$ cat config.mk
export PLATFORM = sky130hd
export DESIGN_NAME = irq_entry_seq
export DESIGN_NICKNAME = d
export VERILOG_FILES = /design/src/rtl/irq_seq_pkg.sv /design/src/rtl/irq_seq_arb.sv /design/src/rtl/irq_seq_sp.sv /design/src/rtl/irq_seq_ctl.sv /design/src/rtl/irq_entry_seq.sv
export SDC_FILE = /design/constraint.sdc
export NUM_CORES = 1
export LEC_CHECK = 0
export BUFFER_PORTS_ARGS = -buffer_cell sky130_fd_sc_hd__buf_2
export CORE_UTILIZATION = 52
export DETAILED_ROUTE_END_ITERATION = 8
export GPL_TIMING_DRIVEN = 0
export PLACE_DENSITY = 0.93
export SLEW_MARGIN = 20
export SYNTH_ARGS = -nofsm -noshare
export SYNTH_HDL_FRONTEND = slang
export SYNTH_SLANG_ARGS = --single-unit
export TNS_END_PERCENT = 100
$ cat constraint.sdc
create_clock -name clk -period 3.9 [get_ports clk]
set_clock_uncertainty 0.1 [all_clocks]
set_input_delay 0.585 -clock clk [delete_from_list [all_inputs] [get_ports clk]]
set_output_delay 0.585 -clock clk [all_outputs]
set_load 0.01 [all_outputs]
$ cat src/rtl/irq_seq_pkg.sv
package irq_seq_pkg;

  typedef enum logic [2:0] {
    ST_IDLE    = 3'd0,
    ST_EDUMMY  = 3'd1,
    ST_PUSH_PC = 3'd2,
    ST_PUSH_F  = 3'd3,
    ST_VECTOR  = 3'd4,
    ST_RDUMMY  = 3'd5,
    ST_POP_F   = 3'd6,
    ST_POP_PC  = 3'd7
  } seq_state_t;

  localparam logic [15:0] SWI_BASE = 16'h0100;

  // Software interrupt target: fixed page plus the 6-bit field.
  function automatic logic [15:0] swi_vector(input logic [5:0] field);
    return SWI_BASE + {10'd0, field};
  endfunction

  // Return address saved by a software interrupt.
  function automatic logic [15:0] swi_return(input logic [15:0] pc);
    return pc + 16'd1;
  endfunction

  // Flags written in the vector cycle: enable bit forced low.
  function automatic logic [3:0] drop_enable(input logic [3:0] f, input int unsigned idx);
    logic [3:0] r;
    r = f;
    r[idx] = 1'b0;
    return r;
  endfunction

endpackage

$ cat src/rtl/irq_seq_arb.sv
module irq_seq_arb #(
  parameter int unsigned N_IRQ          = 4,
  parameter logic [15:0] NMI_VEC        = 16'h0002,
  parameter logic [N_IRQ*16-1:0] HW_VEC = {16'h000C, 16'h000A, 16'h0008, 16'h0006}
) (
  input  logic              boundary_i,
  input  logic              idle_i,
  input  logic              ien_i,
  input  logic              ei_done_i,
  input  logic              ext_done_i,
  input  logic              nmi_req_i,
  input  logic [N_IRQ-1:0]  irq_req_i,
  output logic              take_hw_o,
  output logic              nmi_ack_o,
  output logic [N_IRQ-1:0]  irq_ack_o,
  output logic [15:0]       hw_vec_o
);

  logic [N_IRQ-1:0] grant;
  logic             any_req;
  logic             hw_window;
  logic             mask_open;
  logic             nmi_take;
  logic             irq_take;
  logic [15:0]      vec_tbl [N_IRQ];

  generate
    for (genvar g = 0; g < N_IRQ; g++) begin : g_vec
      assign vec_tbl[g] = HW_VEC[g*16 +: 16];
    end
  endgenerate

  // Lowest active index wins.
  always_comb begin
    grant   = '0;
    any_req = 1'b0;
    for (int i = 0; i < N_IRQ; i++) begin
      if (irq_req_i[i] && !any_req) begin
        grant[i] = 1'b1;
        any_req  = 1'b1;
      end
    end
  end

  assign hw_window = boundary_i & idle_i & ~ext_done_i;
  assign mask_open = ien_i & ~ei_done_i;
  assign nmi_take  = hw_window & nmi_req_i;
  assign irq_take  = hw_window & mask_open & ~nmi_req_i & any_req;

  assign nmi_ack_o = nmi_take;
  assign irq_ack_o = irq_take ? grant : '0;
  assign take_hw_o = nmi_take | irq_take;

  always_comb begin
    hw_vec_o = NMI_VEC;
    if (!nmi_req_i) begin
      for (int i = 0; i < N_IRQ; i++) begin
        if (grant[i]) hw_vec_o = vec_tbl[i];
      end
    end
  end

endmodule

$ cat src/rtl/irq_seq_sp.sv
module irq_seq_sp #(
  parameter int unsigned    AW  = 8,
  parameter logic [AW-1:0]  RST = '0
) (
  input  logic          clk,
  input  logic          rst_n,
  input  logic          dec_i,
  input  logic          inc_i,
  output logic [AW-1:0] ptr_o
);

  localparam logic [AW-1:0] ONE = AW'(1);

  always_ff @(posedge clk or negedge rst_n) begin
    if (!rst_n)     ptr_o <= RST;
    else if (dec_i) ptr_o <= ptr_o - ONE;
    else if (inc_i) ptr_o <= ptr_o + ONE;
  end

endmodule

$ cat src/rtl/irq_seq_ctl.sv
module irq_seq_ctl
  import irq_seq_pkg::*;
#(
  parameter int unsigned SP1_AW = 8,
  parameter int unsigned SP2_AW = 8,
  parameter int unsigned I_BIT  = 3
) (
  input  logic              clk,
  input  logic              rst_n,
  input  logic              boundary_i,
  input  logic              take_hw_i,
  input  logic [15:0]       hw_vec_i,
  input  logic [15:0]       pc_i,
  input  logic [3:0]        flags_i,
  input  logic              swi_i,
  input  logic [5:0]        swi_addr_i,
  input  logic              reti_i,
  input  logic [SP1_AW-1:0] sp1_ptr_i,
  input  logic [SP2_AW-1:0] sp2_ptr_i,
  input  logic [15:0]       sp1_rdata_i,
  input  logic [3:0]        sp2_rdata_i,
  output logic              idle_o,
  output logic              fetch_dummy_o,
  output logic              sp1_we_o,
  output logic              sp1_dec_o,
  output logic              sp1_inc_o,
  output logic [SP1_AW-1:0] sp1_addr_o,
  output logic [15:0]       sp1_wdata_o,
  output logic              sp2_we_o,
  output logic              sp2_dec_o,
  output logic              sp2_inc_o,
  output logic [SP2_AW-1:0] sp2_addr_o,
  output logic [3:0]        sp2_wdata_o,
  output logic              flags_we_o,
  output logic [3:0]        flags_wdata_o,
  output logic              pc_load_o,
  output logic [15:0]       pc_next_o
);

  seq_state_t state_q, state_d;
  logic [15:0] ret_q;
  logic [15:0] vec_q;
  logic [3:0]  fsav_q;
  logic        start_entry;
  logic        start_swi;
  logic        start_ret;

  assign idle_o      = (state_q == ST_IDLE);
  assign start_entry = idle_o & take_hw_i;
  assign start_swi   = idle_o & boundary_i & ~take_hw_i & swi_i;
  assign start_ret   = idle_o & boundary_i & ~take_hw_i & ~swi_i & reti_i;

  always_comb begin
    state_d = state_q;
    unique case (state_q)
      ST_IDLE: begin
        if (start_entry || start_swi) state_d = ST_EDUMMY;
        else if (start_ret)           state_d = ST_RDUMMY;
      end
      ST_EDUMMY:  state_d = ST_PUSH_PC;
      ST_PUSH_PC: state_d = ST_PUSH_F;
      ST_PUSH_F:  state_d = ST_VECTOR;
      ST_VECTOR:  state_d = ST_IDLE;
      ST_RDUMMY:  state_d = ST_POP_F;
      ST_POP_F:   state_d = ST_POP_PC;
      ST_POP_PC:  state_d = ST_IDLE;
      default:    state_d = ST_IDLE;
    endcase
  end

  always_ff @(posedge clk or negedge rst_n) begin
    if (!rst_n) begin
      state_q <= ST_IDLE;
      ret_q   <= '0;
      vec_q   <= '0;
      fsav_q  <= '0;
    end else begin
      state_q <= state_d;
      if (start_entry) begin
        ret_q  <= pc_i;
        vec_q  <= hw_vec_i;
        fsav_q <= flags_i;
      end else if (start_swi) begin
        ret_q  <= swi_return(pc_i);
        vec_q  <= swi_vector(swi_addr_i);
        fsav_q <= flags_i;
      end
    end
  end

  always_comb begin
    fetch_dummy_o = (state_q == ST_EDUMMY) || (state_q == ST_RDUMMY);
    sp1_we_o      = (state_q == ST_PUSH_PC);
    sp1_dec_o     = sp1_we_o;
    sp1_inc_o     = (state_q == ST_POP_PC);
    sp1_addr_o    = sp1_we_o ? (sp1_ptr_i - SP1_AW'(1)) : sp1_ptr_i;
    sp1_wdata_o   = ret_q;
    sp2_we_o      = (state_q == ST_PUSH_F);
    sp2_dec_o     = sp2_we_o;
    sp2_inc_o     = (state_q == ST_POP_F);
    sp2_addr_o    = sp2_we_o ? (sp2_ptr_i - SP2_AW'(1)) : sp2_ptr_i;
    sp2_wdata_o   = fsav_q;
    flags_we_o    = 1'b0;
    flags_wdata_o = '0;
    pc_load_o     = 1'b0;
    pc_next_o     = '0;
    if (state_q == ST_VECTOR) begin
      flags_we_o    = 1'b1;
      flags_wdata_o = drop_enable(fsav_q, I_BIT);
      pc_load_o     = 1'b1;
      pc_next_o     = vec_q;
    end else if (state_q == ST_POP_F) begin
      flags_we_o    = 1'b1;
      flags_wdata_o = sp2_rdata_i;
    end else if (state_q == ST_POP_PC) begin
      pc_load_o     = 1'b1;
      pc_next_o     = sp1_rdata_i;
    end
  end

endmodule

$ cat src/rtl/irq_entry_seq.sv
module irq_entry_seq #(
  parameter int unsigned          N_IRQ   = 4,
  parameter int unsigned          SP1_AW  = 8,
  parameter int unsigned          SP2_AW  = 8,
  parameter int unsigned          I_BIT   = 3,
  parameter logic [SP1_AW-1:0]    SP1_RST = '0,
  parameter logic [SP2_AW-1:0]    SP2_RST = '0,
  parameter logic [15:0]          NMI_VEC = 16'h0002,
  parameter logic [N_IRQ*16-1:0]  HW_VEC  = {16'h000C, 16'h000A, 16'h0008, 16'h0006}
) (
  input  logic              clk,
  input  logic              rst_n,
  input  logic              boundary_i,
  input  logic [15:0]       pc_i,
  input  logic [3:0]        flags_i,
  input  logic              ei_done_i,
  input  logic              ext_done_i,
  input  logic              swi_i,
  input  logic [5:0]        swi_addr_i,
  input  logic              reti_i,
  input  logic              nmi_req_i,
  input  logic [N_IRQ-1:0]  irq_req_i,
  output logic              busy_o,
  output logic              nmi_ack_o,
  output logic [N_IRQ-1:0]  irq_ack_o,
  output logic              fetch_dummy_o,
  output logic              sp1_we_o,
  output logic [SP1_AW-1:0] sp1_addr_o,
  output logic [15:0]       sp1_wdata_o,
  input  logic [15:0]       sp1_rdata_i,
  output logic              sp2_we_o,
  output logic [SP2_AW-1:0] sp2_addr_o,
  output logic [3:0]        sp2_wdata_o,
  input  logic [3:0]        sp2_rdata_i,
  output logic              flags_we_o,
  output logic [3:0]        flags_wdata_o,
  output logic              pc_load_o,
  output logic [15:0]       pc_next_o
);

  logic              idle;
  logic              take_hw;
  logic [15:0]       hw_vec;
  logic [SP1_AW-1:0] sp1_ptr;
  logic [SP2_AW-1:0] sp2_ptr;
  logic              sp1_dec, sp1_inc, sp2_dec, sp2_inc;

  assign busy_o = ~idle;

  irq_seq_arb #(
    .N_IRQ   (N_IRQ),
    .NMI_VEC (NMI_VEC),
    .HW_VEC  (HW_VEC)
  ) arb_i (
    .boundary_i (boundary_i),
    .idle_i     (idle),
    .ien_i      (flags_i[I_BIT]),
    .ei_done_i  (ei_done_i),
    .ext_done_i (ext_done_i),
    .nmi_req_i  (nmi_req_i),
    .irq_req_i  (irq_req_i),
    .take_hw_o  (take_hw),
    .nmi_ack_o  (nmi_ack_o),
    .irq_ack_o  (irq_ack_o),
    .hw_vec_o   (hw_vec)
  );

  irq_seq_sp #(.AW(SP1_AW), .RST(SP1_RST)) sp1_i (
    .clk (clk), .rst_n (rst_n), .dec_i (sp1_dec), .inc_i (sp1_inc), .ptr_o (sp1_ptr)
  );

  irq_seq_sp #(.AW(SP2_AW), .RST(SP2_RST)) sp2_i (
    .clk (clk), .rst_n (rst_n), .dec_i (sp2_dec), .inc_i (sp2_inc), .ptr_o (sp2_ptr)
  );

  irq_seq_ctl #(
    .SP1_AW (SP1_AW),
    .SP2_AW (SP2_AW),
    .I_BIT  (I_BIT)
  ) ctl_i (
    .clk           (clk),
    .rst_n         (rst_n),
    .boundary_i    (boundary_i),
    .take_hw_i     (take_hw),
    .hw_vec_i      (hw_vec),
    .pc_i          (pc_i),
    .flags_i       (flags_i),
    .swi_i         (swi_i),
    .swi_addr_i    (swi_addr_i),
    .reti_i        (reti_i),
    .sp1_ptr_i     (sp1_ptr),
    .sp2_ptr_i     (sp2_ptr),
    .sp1_rdata_i   (sp1_rdata_i),
    .sp2_rdata_i   (sp2_rdata_i),
    .idle_o        (idle),
    .fetch_dummy_o (fetch_dummy_o),
    .sp1_we_o      (sp1_we_o),
    .sp1_dec_o     (sp1_dec),
    .sp1_inc_o     (sp1_inc),
    .sp1_addr_o    (sp1_addr_o),
    .sp1_wdata_o   (sp1_wdata_o),
    .sp2_we_o      (sp2_we_o),
    .sp2_dec_o     (sp2_dec),
    .sp2_inc_o     (sp2_inc),
    .sp2_addr_o    (sp2_addr_o),
    .sp2_wdata_o   (sp2_wdata_o),
    .flags_we_o    (flags_we_o),
    .flags_wdata_o (flags_wdata_o),
    .pc_load_o     (pc_load_o),
    .pc_next_o     (pc_next_o)
  );

endmodule

==> summary.txt <==
TIMING
---------------------------------------------------------------------------------
Total setup violations reported at the end of the flow                          0
Count of pins over their slew limit                                             0
Unrepaired setup endpoints after global routing                             false
Slew headroom                                                               0.591
Worst-Margin Slew                                                          613 ps
Final hold slack                                                           182 ps
Crit path time final                                                      3160 ps
Hold violation total from the final report                                      0
Final worst-path cycle share                                                0.810
Aggregate negative setup slack                                               0 ps
Achievable frequency                                                      317 MHz

SYNTHESIS
---------------------------------------------------------------------------------
Syn nets                                                                      412
Area of the mapped netlist                                              2940 um^2
Number of warnings printed during yosys synthesis                               0
Number of instances in the synthesized netlist                                345
Mean area per synthesized cell                                          8.53 um^2
Synth Register Bits                                                            46
Top flip-flop cell by instance count after synthesis                      dfrtp_1
Proportion of synthesized chip area in sequential cells                     0.391
EDFF count, synth                                                               0
Ys async rst share                                                           1.00
Number of unique standard cell types used by synthesis                         51

SETUP PATH
---------------------------------------------------------------------------------
Reg2reg end                                                          sp2_i.ptr_o[7]
Largest stage delay, worst path                                            560 ps
Setup CP Type                                                        flop to output port
CP Max Fanout                                                                  10
Critical Path Slowest Stage Cell                                            or4_1
Data arrival time of the critical path                                    2470 ps
Critical Path Most Common Cell                                              buf_2
Critical path startpoint category                                            flop
Depth of the worst register-to-register path                                    6
Crit. End Element                                                     output port
Sequence of cells on the critical path                               buf_2, nand3b_1, or4_1, nor4b_1, xor2_1, buf_2
Reg-to-reg slack, setup                                                   1540 ps
Reg-to-Reg Start                                                     ctl_i.state_q[2]
Data required, critical path                                              3210 ps

POWER
---------------------------------------------------------------------------------
Static leakage                                                            1.94 nW
Cell area power density                                               680 nW/um^2
IR Drop Worst-Case VDD                                                   0.360 mV

RUN
---------------------------------------------------------------------------------
Count of max-cap constraint violations                                          0

MIN PATH
---------------------------------------------------------------------------------
Kind of path behind the tightest hold check                          input pin to async pin

DRT
---------------------------------------------------------------------------------
DRC violation count after routing                                               0
Average wire length per cell after detail routing                         14.1 um
Number of iterations in the first detailed-routing pass                         7
Total vias in the final route                                               3,026
Final WL                                                                  7.73 mm
Initial drt markers                                                           144
Via-to-Cell Ratio                                                            5.51
Residual antenna-violating net count after detailed routing                     0

GLOBAL ROUTE
---------------------------------------------------------------------------------
Overall global routing resource usage                                       0.268
Remaining Overflow, GRT                                                         0
Global-route wire length before repair                                    12.9 mm
Maximum number of pins on one net before global-route repair                   47
Initial antenna violation count                                                 0
Number of global-route vias before repair                                   2,870

CLOCK TREE
---------------------------------------------------------------------------------
Worst skew pair latency                                                    300 ps
TritonCTS Sinks                                                                46
Clock slew seen by the registers of the worst setup and hold paths          90 ps
Cts bufs inserted                                                               5
Number of cells upsized or downsized after cts                                  0
Hold-fix buffers at CTS                                                         0
CTS root buffer                                                          clkbuf_8
Buffers inserted by post-CTS timing repair                                      0
H-Tree Depth                                                                    2
Number of buffers on the longest clock path                                     2
Clock tree from TritonCTS                                                    done

LAYOUT
---------------------------------------------------------------------------------
Final nets                                                                    543
Finished layout cell area                                               3770 um^2
Fill count                                                                    464
Commonest cells after routing, fill and taps aside                   buf_2 (130), dfrtp_1 (46), nand2_1 (42), nor2_1 (33), xor2_1 (19)
Number of antenna repair diodes                                                 0
Commonest non-fill, non-tap cell in the layout                              buf_2
Ratio of cells with drive above 1 in the final layout                       0.308
Area Overhead vs Synth                                                      28.1%
Post-layout util                                                            0.689

PLACE
---------------------------------------------------------------------------------
Number of I/O port buffers                                                    124
Placed Area                                                             3650 um^2
Half-perimeter wire length after placement                                5.89 mm
Last weighted congestion value of the routability-driven placer             0.848

FLOORPLANNING
---------------------------------------------------------------------------------
Horizontal die dimension                                                  77.2 um
# rows                                                                         27
Core area                                                               5470 um^2
Total die area                                                          5960 um^2
IO Pins                                                                       125
Starting density of the core                                                0.537
Die Height                                                                77.2 um

RUN STATUS
---------------------------------------------------------------------------------
Run status                                                           finished, final reports clean

==> through the flow <==
| stage | std cells | power, mW | setup WS [ps] |
|---|---|---|---|
| after detailed placement | 541 | 2.20 | 972 |
| final | 549 | 2.56 | 742 |
| after floorplan | 345 | 1.72 | 1140 |
| after global placement | 541 | 2.13 | 976 |
| after CTS | 549 | 2.58 | 728 |
| after global routing | 549 | 2.77 | 572 |
==> registers in the layout (all words and copies together), names as in the netlist <==
| name | count |
|---|---|
| ctl_i.sp1_wdata_o | 16 |
| sp1_i.ptr_o | 8 |
| sp2_i.ptr_o | 8 |
| ctl_i.vec_q | 7 |
| ctl_i.sp2_wdata_o | 4 |
| ctl_i.state_q | 3 |
==> cell usage after synthesis (2+ instances only) <==
master,n,area (um^2)
dfrtp_1,46,1150
nand2_1,42,158
nor2_1,33,124
xor2_1,19,166
o21ai_0,18,90.1
nand3_1,17,85.1
inv_1,15,56.3
xnor2_1,15,131
and2_1,13,81.3
nor3_1,10,50.1
clkbuf_1,9,33.8
ha_1,9,113
a21oi_1,8,40.0
a22oi_1,7,52.6
buf_2,7,35.0
o211ai_1,7,52.6
a31oi_1,6,37.5
nor2b_1,6,37.5
and3_1,5,31.3
or4_1,5,37.5
mux2i_1,4,40.0
nand4_1,4,25.0
o21ai_1,4,20.0
a22o_1,3,26.3
o2111ai_1,3,26.3
nand2b_1,2,12.5
nor4b_1,2,17.5
or2_1,2,12.5
or3_1,2,12.5
==> layout make-up <==
type,count,area (um^2),share of cell area
repair buffers,124,623,0.165
inverters,16,60.1,0.0159
clock inverters,3,45.0,0.0120
flip-flops and latches,46,1150,0.305
multi-input cells,264,1640,0.435
plain buffers,19,92.6,0.0246
clock buffers,5,68.8,0.0183
well taps,72,90.1,0.0239
==> worst max-delay path, delay by kind of cell (launching register included) <==
kind                   cells  cell delay, ps
flip-flops                 1             370
AND/OR/NAND/NOR            3            1330
buffers and inverters      2             310
XOR/XNOR                   1             170
==> how the worst max path moves through the flow <==
| stage | endpoint | start | depth (start not counted) | slack [ps] |
|---|---|---|---|---|
| 2_1_floorplan | irq_ack_o[2] | boundary_i | 4 | 1140 |
| 3_3_place_gp | irq_ack_o[3] | boundary_i | 6 | 980 |
| 3_5_place_dp | irq_ack_o[3] | boundary_i | 6 | 970 |
| 4_1_cts | sp2_addr_o[7] | ctl_i.state_q[2] | 6 | 730 |
| 5_1_grt | sp2_addr_o[7] | ctl_i.state_q[2] | 6 | 570 |
| 6_report | sp2_addr_o[7] | ctl_i.state_q[2] | 6 | 740 |
==> kinds of logic after synthesis <==
family	after synthesis	share of synthesized area
muxes	4	0.0136
adders and majority gates	9	0.0383
AOI/OAI and AO/OA	65	0.144
DFF	46	0.391
xor gates and xnor gates	34	0.101
buffers and inverters	35	0.0519
and+or+nand+nor	152	0.259
==> routing by layer <==
| layer | routed length [um] | track usage | up-vias |
|---|---|---|---|
| met5 | 0 | 0 | - |
| met4 | 138 | 0.0962 | 0 |
| met3 | 561 | 0.0512 | 15 |
| met2 | 3940 | 0.475 | 133 |
| met1 | 3090 | 0.321 | 1418 |
| li1 | - | - | 1460 |
==> where the power goes <==
| group | switching [mW] | internal [mW] |
|---|---|---|
| Sequential | 0.169 | 0.704 |
| Clock | 0.174 | 0.191 |
| Combinational | 0.766 | 0.560 |
(Power assumes the default switching activity.)
